==> config.mk <==
export PLATFORM = sky130hd
export DESIGN_NAME = wt_snoop_cache
export DESIGN_NICKNAME = d
export VERILOG_FILES = /design/src/rtl/wtc_pkg.sv /design/src/rtl/wtc_line_store.sv /design/src/rtl/wtc_snoop_filter.sv /design/src/rtl/wtc_ctrl.sv /design/src/rtl/wt_snoop_cache.sv
export SDC_FILE = /design/constraint.sdc
export NUM_CORES = 1
export LEC_CHECK = 0
export ABC_AREA = 1
export BUFFER_PORTS_ARGS = -buffer_cell sky130_fd_sc_hd__buf_2
export CORE_ASPECT_RATIO = 1.2
export CORE_UTILIZATION = 40
export CTS_BUF_LIST = sky130_fd_sc_hd__clkbuf_16
export CTS_CLUSTER_SIZE = 20
export DETAILED_ROUTE_END_ITERATION = 6
export GPL_ROUTABILITY_DRIVEN = 0
export SLEW_MARGIN = 10
export SYNTH_ARGS = -nofsm -noshare
export SYNTH_HDL_FRONTEND = slang
export SYNTH_SLANG_ARGS = --single-unit
==> constraint.sdc <==
create_clock -name clk -period 9.9 [get_ports clk]
set_clock_uncertainty 0.15 [all_clocks]
set_input_delay 1.98 -clock clk [delete_from_list [all_inputs] [get_ports clk]]
set_output_delay 1.98 -clock clk [all_outputs]
set_load 0.01 [all_outputs]
==> src/rtl/wtc_pkg.sv <==
package wtc_pkg;
    typedef enum logic [1:0] {
        ST_IDLE   = 2'd0,
        ST_BUS_RD = 2'd1,
        ST_BUS_WR = 2'd2,
        ST_RESP   = 2'd3
    } wtc_state_e;
endpackage

==> src/rtl/wtc_line_store.sv <==
// Direct-mapped tag/valid/data storage with one processor lookup port,
// one snoop lookup port, an invalidate strobe and a fill/update strobe.
module wtc_line_store #(
    parameter int LINES  = 16,
    parameter int TAG_W  = 26,
    parameter int DATA_W = 32,
    localparam int IDX_W = $clog2(LINES)
) (
    input  logic              clk,
    input  logic              rst_n,
    input  logic [IDX_W-1:0]  lk_idx,
    input  logic [TAG_W-1:0]  lk_tag,
    output logic              lk_hit,
    output logic [DATA_W-1:0] lk_data,
    input  logic [IDX_W-1:0]  sn_idx,
    input  logic [TAG_W-1:0]  sn_tag,
    output logic              sn_present,
    input  logic              inv_en,
    input  logic              wr_en,
    input  logic [IDX_W-1:0]  wr_idx,
    input  logic [TAG_W-1:0]  wr_tag,
    input  logic [DATA_W-1:0] wr_data
);
    logic [LINES-1:0]  valid_q;
    logic [TAG_W-1:0]  tag_q  [LINES];
    logic [DATA_W-1:0] data_q [LINES];

    // Invalidate first, then fill: a fill in the same cycle wins.
    always_ff @(posedge clk) begin
        if (!rst_n) begin
            valid_q <= '0;
        end else begin
            for (int i = 0; i < LINES; i++) begin
                if (inv_en && sn_idx == IDX_W'(i)) valid_q[i] <= 1'b0;
                if (wr_en && wr_idx == IDX_W'(i))  valid_q[i] <= 1'b1;
            end
        end
    end

    always_ff @(posedge clk) begin
        for (int i = 0; i < LINES; i++) begin
            if (wr_en && wr_idx == IDX_W'(i)) begin
                tag_q[i]  <= wr_tag;
                data_q[i] <= wr_data;
            end
        end
    end

    always_comb begin
        lk_hit     = valid_q[lk_idx] && (tag_q[lk_idx] == lk_tag);
        lk_data    = data_q[lk_idx];
        sn_present = valid_q[sn_idx] && (tag_q[sn_idx] == sn_tag);
    end
endmodule

==> src/rtl/wtc_snoop_filter.sv <==
// Decides whether a visible bus transaction must invalidate a local line.
module wtc_snoop_filter #(
    parameter int MID_W = 2,
    parameter logic [MID_W-1:0] MY_ID = '0
) (
    input  logic             snp_valid,
    input  logic             snp_we,
    input  logic [MID_W-1:0] snp_mid,
    input  logic             sn_present,
    output logic             inv_en
);
    always_comb begin
        inv_en = snp_valid && snp_we && (snp_mid != MY_ID) && sn_present;
    end
endmodule

==> src/rtl/wtc_ctrl.sv <==
// Controller state machine: accepts processor operations and sequences
// bus reads, bus writes and the completion pulse.
module wtc_ctrl
    import wtc_pkg::*;
#(
    parameter int ADDR_W = 32,
    parameter int DATA_W = 32
) (
    input  logic              clk,
    input  logic              rst_n,
    input  logic              cpu_req,
    input  logic              cpu_we,
    input  logic [ADDR_W-1:0] cpu_addr,
    input  logic [DATA_W-1:0] cpu_wdata,
    input  logic              hit,
    input  logic [DATA_W-1:0] hit_data,
    input  logic              bus_ack,
    input  logic [DATA_W-1:0] bus_rdata,
    output wtc_state_e        state,
    output logic              idle,
    output logic [ADDR_W-1:0] addr_q,
    output logic              cpu_busy,
    output logic              cpu_done,
    output logic [DATA_W-1:0] cpu_rdata,
    output logic              bus_req,
    output logic              bus_we,
    output logic [DATA_W-1:0] bus_wdata,
    output logic              fill_en,
    output logic [DATA_W-1:0] fill_data
);
    wtc_state_e        state_q, state_d;
    logic [DATA_W-1:0] wdata_q;
    logic [DATA_W-1:0] rdata_q;

    // State register
    always_ff @(posedge clk) begin
        if (!rst_n) state_q <= ST_IDLE;
        else        state_q <= state_d;
    end

    // Next state
    always_comb begin
        state_d = state_q;
        unique case (state_q)
            ST_IDLE: begin
                if (cpu_req) begin
                    if (cpu_we)   state_d = ST_BUS_WR;
                    else if (hit) state_d = ST_RESP;
                    else          state_d = ST_BUS_RD;
                end
            end
            ST_BUS_RD: if (bus_ack) state_d = ST_RESP;
            ST_BUS_WR: if (bus_ack) state_d = ST_RESP;
            ST_RESP:   state_d = ST_IDLE;
        endcase
    end

    // Operation registers
    always_ff @(posedge clk) begin
        if (!rst_n) begin
            addr_q  <= '0;
            wdata_q <= '0;
            rdata_q <= '0;
        end else begin
            if (state_q == ST_IDLE && cpu_req) begin
                addr_q  <= cpu_addr;
                wdata_q <= cpu_wdata;
                if (!cpu_we && hit) rdata_q <= hit_data;
            end
            if (state_q == ST_BUS_RD && bus_ack) rdata_q <= bus_rdata;
        end
    end

    // Outputs
    always_comb begin
        state     = state_q;
        idle      = (state_q == ST_IDLE);
        cpu_busy  = (state_q != ST_IDLE);
        cpu_done  = (state_q == ST_RESP);
        cpu_rdata = rdata_q;
        bus_req   = (state_q == ST_BUS_RD) || (state_q == ST_BUS_WR);
        bus_we    = (state_q == ST_BUS_WR);
        bus_wdata = wdata_q;
        fill_en   = ((state_q == ST_BUS_RD) && bus_ack)
                 || ((state_q == ST_BUS_WR) && bus_ack && hit);
        fill_data = (state_q == ST_BUS_RD) ? bus_rdata : wdata_q;
    end
endmodule

==> src/rtl/wt_snoop_cache.sv <==
module wt_snoop_cache
    import wtc_pkg::*;
#(
    parameter int ADDR_W = 32,
    parameter int DATA_W = 32,
    parameter int LINES  = 16,
    parameter int MID_W  = 2,
    parameter logic [MID_W-1:0] MY_ID = 2'd1
) (
    input  logic              clk,
    input  logic              rst_n,
    input  logic              cpu_req,
    input  logic              cpu_we,
    input  logic [ADDR_W-1:0] cpu_addr,
    input  logic [DATA_W-1:0] cpu_wdata,
    output logic              cpu_busy,
    output logic              cpu_done,
    output logic [DATA_W-1:0] cpu_rdata,
    output logic              bus_req,
    output logic              bus_we,
    output logic [ADDR_W-1:0] bus_addr,
    output logic [DATA_W-1:0] bus_wdata,
    output logic [MID_W-1:0]  bus_mid,
    input  logic              bus_ack,
    input  logic [DATA_W-1:0] bus_rdata,
    input  logic              snp_valid,
    input  logic              snp_we,
    input  logic [ADDR_W-3:0] snp_addr,
    input  logic [MID_W-1:0]  snp_mid
);
    localparam int IDX_W = $clog2(LINES);
    localparam int OFF_W = $clog2(DATA_W / 8);
    localparam int TAG_W = ADDR_W - IDX_W - OFF_W;

    wtc_state_e        state;
    logic              idle_w;
    logic [ADDR_W-1:0] addr_q;
    logic [ADDR_W-1:0] lk_addr;
    logic [IDX_W-1:0]  lk_idx, sn_idx;
    logic [TAG_W-1:0]  lk_tag, sn_tag;
    logic              lk_hit, sn_present, inv_en, kill_w, hit_eff;
    logic [DATA_W-1:0] lk_data;
    logic              fill_en;
    logic [DATA_W-1:0] fill_data;
    logic [ADDR_W-1:0] snp_byte;

    assign snp_byte = {snp_addr, 2'b00};
    assign lk_addr  = idle_w ? cpu_addr : addr_q;
    assign lk_idx   = lk_addr[OFF_W +: IDX_W];
    assign lk_tag   = lk_addr[ADDR_W-1 -: TAG_W];
    assign sn_idx   = snp_byte[OFF_W +: IDX_W];
    assign sn_tag   = snp_byte[ADDR_W-1 -: TAG_W];
    // A same-cycle invalidation of the looked-up line turns a hit into a miss.
    assign kill_w   = inv_en && (sn_idx == lk_idx);
    assign hit_eff  = lk_hit && !kill_w;
    assign bus_addr = addr_q;
    assign bus_mid  = MY_ID;

    wtc_line_store #(
        .LINES(LINES), .TAG_W(TAG_W), .DATA_W(DATA_W)
    ) u_store (
        .clk(clk), .rst_n(rst_n),
        .lk_idx(lk_idx), .lk_tag(lk_tag), .lk_hit(lk_hit), .lk_data(lk_data),
        .sn_idx(sn_idx), .sn_tag(sn_tag), .sn_present(sn_present),
        .inv_en(inv_en),
        .wr_en(fill_en), .wr_idx(lk_idx), .wr_tag(lk_tag), .wr_data(fill_data)
    );

    wtc_snoop_filter #(
        .MID_W(MID_W), .MY_ID(MY_ID)
    ) u_snoop (
        .snp_valid(snp_valid), .snp_we(snp_we), .snp_mid(snp_mid),
        .sn_present(sn_present), .inv_en(inv_en)
    );

    wtc_ctrl #(
        .ADDR_W(ADDR_W), .DATA_W(DATA_W)
    ) u_ctrl (
        .clk(clk), .rst_n(rst_n),
        .cpu_req(cpu_req), .cpu_we(cpu_we), .cpu_addr(cpu_addr),
        .cpu_wdata(cpu_wdata),
        .hit(hit_eff), .hit_data(lk_data),
        .bus_ack(bus_ack), .bus_rdata(bus_rdata),
        .state(state), .idle(idle_w), .addr_q(addr_q),
        .cpu_busy(cpu_busy), .cpu_done(cpu_done), .cpu_rdata(cpu_rdata),
        .bus_req(bus_req), .bus_we(bus_we), .bus_wdata(bus_wdata),
        .fill_en(fill_en), .fill_data(fill_data)
    );
endmodule

# After elaboration in Yosys (flattened, before gate mapping)
# Memories as Yosys holds them, arrays and structs flattened.
# Cells that the tools add are included.
[classes]
n_reduce_logical = 103
multipliers = 0
mux = 168
add_sub_neg = 0
n_lt_le_gt_ge = 2
div_mod_pow = 0
eq_ne = 39
bitwise_logic = 0
n_shift = 0
[op_table]
columns = ["op", "count"]
rows = [
  ["32-bit two-way mux", 20],
  ["32-bit OR reduction", 15],
  ["26-bit two-way mux", 15],
  ["26-bit OR reduction", 15],
  ["4-bit two-way mux", 30],
  ["1-bit two-way mux", 96],
  ["4-bit equality test (second input constant)", 16],
  ["26-bit equality test", 2],
  ["1-bit logical AND", 44],
  ["2-bit nonzero test", 19],
  ["4-bit by 3-bit equality test with 1-bit output (second input constant)", 8],
  ["4-bit by 2-bit equality test with 1-bit output (second input constant)", 4],
  ["4-bit by 5-bit < comparator with 1-bit output (second input constant)", 2],
  ["1-bit binary-select mux with 4-bit select", 2],
  ["4-bit by 1-bit equality test with 1-bit output (second input constant)", 2],
  ["4-bit zero test", 2],
  ["2-bit two-way mux", 4],
  ["2-bit one-hot mux with 3 select lines", 1],
  ["2-bit equality test (second input constant)", 2],
  ["4-bit equality test", 1],
  ["2-bit by 1-bit != test with 1-bit output (second input constant)", 2],
  ["2-bit AND reduction", 2],
  ["2-bit by 1-bit equality test with 1-bit output (second input constant)", 1],
  ["1-bit zero test", 2],
  ["4 further kinds", 5],
]
[totals]
mem_count = 2
ramBits = 928
mem_bits_ro = 0
latch_bits = 0
wordCells = 334
in_bits = 135
ff_bits = 114
[mem_list]
columns = ["memory", "depth", "word_bits", "rd", "rd_ports_with_merged_regs", "write_ports", "line_no", "source"]
rows = [
  ["u_store.data_q", 16, 32, 1, 0, 1, "wtc_line_store.sv:26", "logic [DATA_W-1:0] data_q [LINES];"],
  ["u_store.tag_q", 16, 26, 2, 0, 1, "wtc_line_store.sv:25", "logic [TAG_W-1:0] tag_q [LINES];"],
]

# Logic depth before layout (Yosys ltp)
# Gate-level depths: netlist of the first run.
[depth]
depth_word = 28
depth_mapped = 27

# Modules after synthesis
# A second synthesis of the first run with hierarchy kept.
[unflattened]
cells_unflattened = 5178
area_unflattened_um2 = 48096.1
[modules_own_cells]
columns = ["mod", "instances", "cells_each", "area_each_um2"]
rows = [
  ["wtc_line_store", 1, 4350, 43033.8],
  ["wtc_ctrl", 1, 696, 4529.3],
  ["wt_snoop_cache", 1, 128, 516.7],
  ["wtc_snoop_filter", 1, 4, 16.3],
]

# Worst setup path after synthesis of the first run
# Ideal clock, no wire load.
[synth_timing]
path_type = "input-to-reg"
startpoint = "input snp_addr[1]"
endpoint = "memory u_store.data_q[10][0], enable pin"
arrival_time_ns = 5.044
slack_ns = 4.294
n_path_buf = 4
required_ns = 9.338
path_stages = 22
cell_sequence = "buf_2 inv_1 nor2_1 buf_2 buf_2 nand2_1 nand4_1 nand2_1 nand2_1 nor2_1 nor2_1 nor2_1 nand2_1 nor2_1 nand2_1 nor2_1 nand3_1 nand3_1 nand2_2 buf_4 nand2_1 inv_1"
[synth_via]
elab_chain_len = 28
elab_cells_between_ends = 105
[synth_rtl]
columns = ["item", "line_no", "source"]
rows = [
  ["start, declared", "wt_snoop_cache.sv:28", "input logic [ADDR_W-3:0] snp_addr,"],
  ["memory read 16 x 26 bit or 1-bit binary-select mux with 4-bit select (tied branches)", "--", ""],
  ["26-bit equality test or 1-bit two-way mux (tied branches)", "wtc_line_store.sv:52", "sn_present = valid_q[sn_idx] && (tag_q[sn_idx] == sn_tag);"],
  ["1-bit logical AND", "wtc_line_store.sv:52", ""],
  ["1-bit logical AND", "wtc_snoop_filter.sv:13", "inv_en = snp_valid && snp_we && (snp_mid != MY_ID) && sn_present;"],
  ["1-bit logical AND (*)", "wt_snoop_cache.sv:54", "assign kill_w = inv_en && (sn_idx == lk_idx);"],
  ["1-bit zero test (*)", "wt_snoop_cache.sv:55", "assign hit_eff = lk_hit && !kill_w;"],
  ["1-bit logical AND (*)", "wt_snoop_cache.sv:55", ""],
  ["1-bit logical AND (*)", "wtc_ctrl.sv:85", "|| ((state_q == ST_BUS_WR) && bus_ack && hit);"],
  ["1-bit logical OR (*)", "wtc_ctrl.sv:85", ""],
  ["1-bit logical AND", "wtc_line_store.sv:42", "if (wr_en && wr_idx == IDX_W'(i)) begin"],
  ["1-bit two-way mux", "wtc_line_store.sv:42", ""],
  ["1-bit two-way mux (implied by the code)", "wtc_line_store.sv:44", "data_q[i] <= wr_data;"],
  ["32-bit OR reduction (no line)", "--", ""],
  ["4-bit two-way mux (no line) or 1-bit two-way mux (tied branches) (15 in a row)", "--", ""],
  ["end, declared", "wtc_line_store.sv:26", ""],
]
# Mark *: on every way between the ends. The rest lies on a longest branch, timed or not. The select of a mux whose other input is x is not followed.

# Worst setup path in the final report of the first run
[layout_timing]
startpoint = "register u_ctrl.state_q[0], in the netlist u_ctrl.state[0]"
endpoint = "memory u_store.tag_q[5][24], enable pin"
[layout_via]
elab_chain_len = 27
elab_cells_between_ends = 126
[layout_rtl]
columns = ["item", "line_no", "source"]
rows = [
  ["start, declared", "wtc_ctrl.sv:31", "wtc_state_e state_q, state_d;"],
  ["start signal, assigned", "wtc_ctrl.sv:38", "else state_q <= state_d;"],
  ["2-bit zero test", "wtc_ctrl.sv:77", "idle = (state_q == ST_IDLE);"],
  ["32-bit two-way mux", "wt_snoop_cache.sv:48", "assign lk_addr = idle_w ? cpu_addr : addr_q;"],
  ["memory read 16 x 26 bit (tied with other cells)", "--", ""],
  ["26-bit equality test (tied with other cells)", "wtc_line_store.sv:50", "lk_hit = valid_q[lk_idx] && (tag_q[lk_idx] == lk_tag);"],
  ["1-bit logical AND or 1-bit zero test (tied branches)", "wtc_line_store.sv:50, wt_snoop_cache.sv:55", ""],
  ["1-bit logical AND", "wt_snoop_cache.sv:55", ""],
  ["1-bit logical AND", "wtc_ctrl.sv:85", ""],
  ["1-bit logical OR", "wtc_ctrl.sv:85", ""],
  ["1-bit logical AND", "wtc_line_store.sv:42", ""],
  ["1-bit two-way mux", "wtc_line_store.sv:42", ""],
  ["1-bit two-way mux (implied by the code)", "wtc_line_store.sv:43", "tag_q[i] <= wr_tag;"],
  ["26-bit OR reduction (no line)", "--", ""],
  ["4-bit two-way mux (no line) or 1-bit two-way mux (tied branches) (15 in a row)", "--", ""],
  ["end, declared", "wtc_line_store.sv:25", ""],
]
# Parallel ways exist; a longest one is shown, timed or not. The select of a mux whose other input is x is not followed.

==> impl_metrics.ini, run 1 <==
[hold_path]
min_path_type = register to register

[sta]
worst_slack_ns = 2.758
max_slew_margin = 0.1467
timing.final.hold_violations = 0
fin_crit_ns = 7.142
period_share = 0.7215
setup_viol = 0
maxSlewViolCount = 0
rsz0062_at_grt = no
fmax_mhz = 140.0
setup_tns_ns = 0
worst_pin_slew_ns = 1.271

[route]
num_vias = 36730
ant_nets = 0
wl_um = 152900
dr.pass1.iters = 6
initialDrtViolationCount = 4293
wl_per_cell_um = 22.51
drcViolationCount = 0
via_per_inst = 5.407

[worst_setup_path]
endpoint = u_store.tag_q[5][24]
crit_chain = inv_1 > ha_2 > inv_2 > nand2_2 > buf_4 > nand2_8 > buf_12 > o21ai_0 > nand2_1 > nand2_1 > nand2_1 > nand2_1 > nor3_1 > nor2_1 > nand2_1 > nor2_1 > nand3_1 > nor2_2 > nand3_1 > nand2_2 > nand2_1 > inv_4 > buf_4
reg2reg_depth = 23
crit_start = u_ctrl.state[0]
critPathMaxFanout = 100
endpoint_kind = register
reg2reg_from = u_ctrl.state[0]
slowest_delay_ns = 0.86
cpMaxStageDelayCell = ha_2
reg2reg_setup_slack_ns = 2.76
path_common_cell = nand2_1
cp.arrival_ns = 7.34
cp-start-kind = register
required_ns = 10.09
crit_type = register to register
r2r_end = u_store.tag_q[5][24]

[yosys]
synth_top_area_share = 0.5880
yosysMostFrequentCell = nand2_1
synth_top_family_by_area = simple AND/OR/NAND/NOR gates
yosys.area.top_type = edfxtp_1
async_flop_share = 0
muxShareOfSynthArea = 0
avgSynthCellArea_um2 = 9.453
synth_compound_gate_area_share = 0.09067
synthTopCellsByCount = 1660 x nand2_1, 928 x edfxtp_1, 486 x inv_1
syn_inst = 5013
ys_warn_count = 0
synth.net_count = 5152
yosys-top-cells-area = edfxtp_1 59%, nand2_1 13%, dfxtp_1 4.8%, inv_1 3.8%, nor2_1 3.8%
synth-main-ff-cell = edfxtp_1
synth-seq-area-share = 0.6362
syn_area_um2 = 47390
synth_cell_types = 38
yosys.area_share.adder = 0.001056
synth-edff-count = 928
synthSimpleGateAreaFrac = 0.2060
synth.ff_latch_count = 1042
synth_xor_area_frac = 0.0009241

[placement]
place_area_um2 = 50230
dp_hpwl_um = 85550
io_buffer_count = 234
dpl.cell_count = 6592
post-place-ws_ns = 2.486

[clocking]
clock_latency_ns = 0.71
cts_buffer_depth = 3
cts-root-buf = clkbuf_16
cts_resized = 0
cts_buffers = 106
clkSlewWorstSetupHoldPaths_ns = 0.07
cts_sinks = 1042
postCtsSetupRepairBufs = 0
ctsHtreeMaxLevel = 3
cts_tree = done
ctsHoldBuffers = 0

[floorplan]
start_util = 0.4054
rows = 137
chipWidth_um = 316.2
die-area_um2 = 119900
fp.dieH_um = 379.1
core_area_um2 = 116900
ios = 237

[final_layout]
area_growth_pct = 13.34
final_cells = 6793
design_area_um2 = 53710
drive_above_1_share = 0.1085
ff_latch_area_um2 = 30150
multi_input_area_um2 = 14340
nets = 5310
final_util = 0.4595
fill_cells = 11040

[global_route]
grt_pass1_wl_um = 224500
antenna_found_initial = 6
grt_usage = 0.2529
grt_overflow = 0
grt_pass1_vias = 34850
grt_max_degree = 144

[power]
ir_drop_uv = 309.1
p_leak_nw = 21.96
power_density_nw_per_um2 = 285.0

[status]
outcome = finished, final reports clean

[flow_run]
max-cap-violations = 0
-- power by group --
group	switching [mW]	internal [mW]	total [mW]	leakage, nW
logic	4.24	1.41	5.65	10.8
registers	0.0987	5.56	5.66	9.39
clock network	1.77	2.24	4.00	1.75
-- routing by layer --
metal | global-route usage | vias to the layer above | share of wire
met3 | 0.03748 | 302 | 0.088
met5 | 0 | - | 0.00020
met4 | 0.08944 | 4 | 0.032
met1 | 0.3462 | 17580 | 0.42
li1 | - | 17040 | -
met2 | 0.4081 | 1804 | 0.46
-- critical path, delay by kind of cell (launching register included) --
family | cells | cell delay (ns)
buf+inv | 6 | 2.57
simple gates | 15 | 2.47
fa+ha+maj | 1 | 0.86
flops | 1 | 0.33
compound gates | 1 | 0.23
-- sequential cells by signal, indices dropped and copies added (netlist names) --
signal	cells
u_store.valid_q	16
u_store.data_q	512
u_ctrl.bus_wdata	32
u_store.tag_q	416
u_ctrl.state	2
u_ctrl.addr_q	32
u_ctrl.cpu_rdata	32
-- per-stage QoR --
stage	hold WS, ns	power [mW]
5_1_grt	0.3461	16.02
2_1_floorplan	0.3042	9.133
4_1_cts	0.3244	15.29
3_3_place_gp	0.3151	11.27
6_report	0.3190	15.31
3_5_place_dp	0.3147	11.32
-- cell families after synthesis --
kind of cell	Yosys count
xor+xnor	5
simple gates	2454
fa+ha+maj	4
compound gates	731
other cells	2
buf+inv	775
flops	1042
-- area by class of cell --
class | instances | area share
Antenna cell | 1 | 0.00004659
Clock buffer | 107 | 0.04985
Clock inverter | 93 | 0.01465
Inverter | 496 | 0.03548
Multi-Input combinational cell | 3196 | 0.2670
Sequential cell | 1042 | 0.5613
Tap cell | 1529 | 0.03562
Timing Repair Buffer | 329 | 0.03601
-- worst min-delay path by stage --
stage	startpoint	endpoint	slack, ns	depth (start not counted)
2_1_floorplan	u_store.valid_q[10]	u_store.valid_q[10]	0.30	2
3_3_place_gp	u_ctrl.addr_q[0]	u_ctrl.addr_q[0]	0.32	2
3_5_place_dp	u_ctrl.bus_wdata[4]	u_ctrl.bus_wdata[4]	0.31	2
4_1_cts	u_ctrl.bus_wdata[4]	u_ctrl.bus_wdata[4]	0.32	2
5_1_grt	u_store.valid_q[6]	u_store.valid_q[6]	0.35	2
6_report	u_ctrl.bus_wdata[4]	u_ctrl.bus_wdata[4]	0.32	2
-- cells in the final DEF, fill, tap and decap left out, types with 91 or more instances in the layout --
cell / instances
nand2_1: 1656
edfxtp_1: 928
inv_1: 488
nor2_1: 473
buf_2: 234
o21ai_0: 228
nand3_1: 191
a22oi_1: 142
a21oi_1: 135
dfxtp_1: 114
a31oi_1: 111
clkbuf_16: 107
buf_4: 91
Power figures use the tool's default switching activity.
==> inputs of run 2 (changes only) <==
--- a/config.mk
+++ b/config.mk
@@ -5,7 +5,7 @@
 export SDC_FILE = /design/constraint.sdc
 export NUM_CORES = 1
 export LEC_CHECK = 0
-export ABC_AREA = 1
+export ABC_AREA = 0
 export BUFFER_PORTS_ARGS = -buffer_cell sky130_fd_sc_hd__buf_2
 export CORE_ASPECT_RATIO = 1.2
 export CORE_UTILIZATION = 40
==> constraint.sdc (replaced) <==
create_clock -name clk -period 7 [get_ports clk]
set_clock_uncertainty 0.15 [all_clocks]
set_input_delay 1.4 -clock clk [delete_from_list [all_inputs] [get_ports clk]]
set_output_delay 1.4 -clock clk [all_outputs]
set_load 0.01 [all_outputs]
==> run 2 against run 1 <==
Worst hold slack got worse by 0.012 ns. Cell count decreased by 30%. Sequential power increased by 37%. First-iteration DRC count decreased by 17%. Non-clock buffer count increased by 32. Critical path type unchanged. Critical endpoint is now u_store.data_q[10][16]. Largest power group unchanged. Highest routed layer unchanged.
==> impl_metrics.ini, run 2 <==
[sta]
fmax_mhz = 161.4
setup_viol = 0
rsz0062_at_grt = no
max_slew_margin = 0.1257
timing.final.hold_violations = 0
worst_slack_ns = 0.8054
fin_crit_ns = 6.195
period_share = 0.8849
maxSlewViolCount = 0
worst_pin_slew_ns = 1.278

[global_route]
grt_pass1_vias = 29350
grt_pass1_wl_um = 211600
grt_usage = 0.2501
grt_overflow = 0
antenna_found_initial = 2
grt_max_degree = 74

[worst_setup_path]
reg2reg_depth = 15
cpMaxStageDelayCell = or3_2
critPathMaxFanout = 31
cp-start-kind = register
slowest_delay_ns = 0.82
reg2reg_from = u_ctrl.state[0]
crit_chain = inv_1 > ha_4 > or3_2 > buf_4 > a21oi_1 > a2111oi_0 > o22ai_1 > nor3_1 > o2111ai_1 > or4_1 > a211oi_4 > a31oi_4 > buf_4 > nor3_4 > buf_4
cp.arrival_ns = 6.38
r2r_end = u_store.data_q[10][16]
crit_type = register to register
path_common_cell = buf_4
required_ns = 7.18
reg2reg_setup_slack_ns = 0.81
endpoint_kind = register

[clocking]
cts_tree = done
clkSlewWorstSetupHoldPaths_ns = 0.06
ctsHoldBuffers = 0
cts_buffers = 104
cts_resized = 0
clock_latency_ns = 0.72
cts-root-buf = clkbuf_16
postCtsSetupRepairBufs = 0
ctsHtreeMaxLevel = 3
cts_buffer_depth = 3
cts_sinks = 1042

[floorplan]
chipWidth_um = 311.2
rows = 135
fp.dieH_um = 373.1
ios = 237
die-area_um2 = 116100
start_util = 0.4049
core_area_um2 = 113300

[hold_path]
whs_path_depth = 2
min_path_type = register to register
min-delay-start = u_ctrl.addr_q[1]
whs_endpoint = u_ctrl.addr_q[1]

[final_layout]
fill_cells = 9680
antenna_cells = 0
drive_above_1_share = 0.2627
largest_reg_flops = 512
reg.largest.list = u_store.data_q: 512 flops, u_store.tag_q: 416 flops
area_growth_pct = 15.88
nets = 3298
design_area_um2 = 53180
regMostFlops = u_store.data_q
final_common_cell = edfxtp_1
most-common-layout-cells = 928 x edfxtp_1, 232 x buf_2, 221 x mux4_2

[yosys]
yosysMostFrequentCell = edfxtp_1
yosys-top-cells-area = edfxtp_1 61%, mux4_2 11%, dfxtp_1 5.0%, a21o_1 2.9%, mux2i_1 2.3%
avgSynthCellArea_um2 = 15.72
synthTopCellsByCount = 928 x edfxtp_1, 221 x mux4_2, 203 x a21oi_1, 203 x nand2_1, 179 x a21o_1
synth-edff-count = 928
synth_top_area_share = 0.6072
synth-main-ff-cell = edfxtp_1
yosys.area.top_type = edfxtp_1
syn_area_um2 = 45890
synth.ff_latch_count = 1042
synth_cell_types = 79
syn_inst = 2920
async_flop_share = 0
synth.net_count = 3059
synth-seq-area-share = 0.6569
ys_warn_count = 0

[route]
wl_per_cell_um = 30.90
num_vias = 29600
drcViolationCount = 0
ant_nets = 0
wl_um = 147000
dr.pass1.iters = 6
via_per_inst = 6.222
initialDrtViolationCount = 3577

[placement]
dp_hpwl_um = 93020
io_buffer_count = 234
place_area_um2 = 49600
post-place-ws_ns = 0.6862

[power]
ir_drop_uv = 265.5
power_density_nw_per_um2 = 371.1
p_leak_nw = 18.17

[status]
outcome = finished, final reports clean

[flow_run]
max-cap-violations = 0
## run 2: cell types whose count changed after synthesis, sizes merged, moves of 94 or more
cell   change
mux4     +221
a31oi     -94
mux2i    +106
a22oi    -114
nand3    -175
nand2   -1464
nor2     -459
inv      -427
o21ai    -235
a21o     +179
## run 2: critical path, delay by kind of cell (launching register included)
family	cells	cell delay [ns]
and+or+nand+nor	4	1.91
AOI/OAI and AO/OA	6	1.68
buffers and inverters	4	1.14
adders and majority gates	1	0.46
DFF	1	0.35
## run 2: logic make-up (layout without fill, tap and decap cells)
logic type / Yosys count / after routing / share of synthesized area
flip-flops: 1042 / 1042 / 0.6569
AO/OA/AOI/OAI: 795 / 795 / 0.1231
XOR/XNOR: 43 / 43 / 0.008206
AND/OR/NAND/NOR: 353 / 353 / 0.03528
other: 2 / 2 / 0.0001636
buffers and inverters: 294 / 625 / 0.02895
adder cells (fa/ha/maj): 4 / 4 / 0.001091
multiplexers: 387 / 387 / 0.1463
## run 2: area by class of cell
cell class                 count  area [um^2]  area share
clock inverter                94        979.7     0.01842
timing repair buffer         361         2587     0.04865
tap                         1507         1886     0.03545
clock buffer                 104         2603     0.04894
sequential                  1042        30150      0.5669
multi-input combinational   1584        14730      0.2769
inverter                      66        250.2    0.004705
## run 2: per-stage QoR
step / hold WS [ns] / utilization / power (mW) / instances / TNS, ns
after global routing: 0.3378 / 0.4692 / 20.40 / 4758 / 0
after floorplan: 0.3273 / - / 11.59 / 2920 / -72.22
after CTS: 0.3070 / 0.4692 / 19.81 / 4758 / 0
after detailed placement: 0.2967 / 0.4376 / 14.02 / 4560 / 0
after global placement: 0.2917 / 0.4376 / 14.00 / 4560 / 0
final: 0.3066 / 0.4692 / 19.73 / 4758 / 0
## run 2: worst max path at each step
stage,from,to,slack (ns),cells past startpoint
4_1_cts,u_ctrl.state[0],u_store.data_q[10][26],0.95,15
2_1_floorplan,cpu_addr[2],u_store.data_q[10][0],-0.09,12
5_1_grt,u_ctrl.state[0],u_store.tag_q[10][23],0.69,15
6_report,u_ctrl.state[0],u_store.data_q[10][16],0.81,15
3_3_place_gp,cpu_addr[2],u_store.tag_q[10][5],0.69,13
3_5_place_dp,cpu_addr[2],u_store.tag_q[10][5],0.69,13
## run 2: per-layer routing
layer  vias up  GRT usage  wire, um
li1      12330          -         -
met2      1615     0.4026     69480
met3       326    0.04034     11690
met1     15330     0.3349     59550
met4         2     0.1086      6282
met5         -          0        17
## run 2: report_power, final
part	internal [mW]	switching [mW]	total, mW
logic	2.13	4.04	6.17
registers	7.63	0.107	7.74
clock network	3.36	2.47	5.83
total	13.1	6.62	19.7
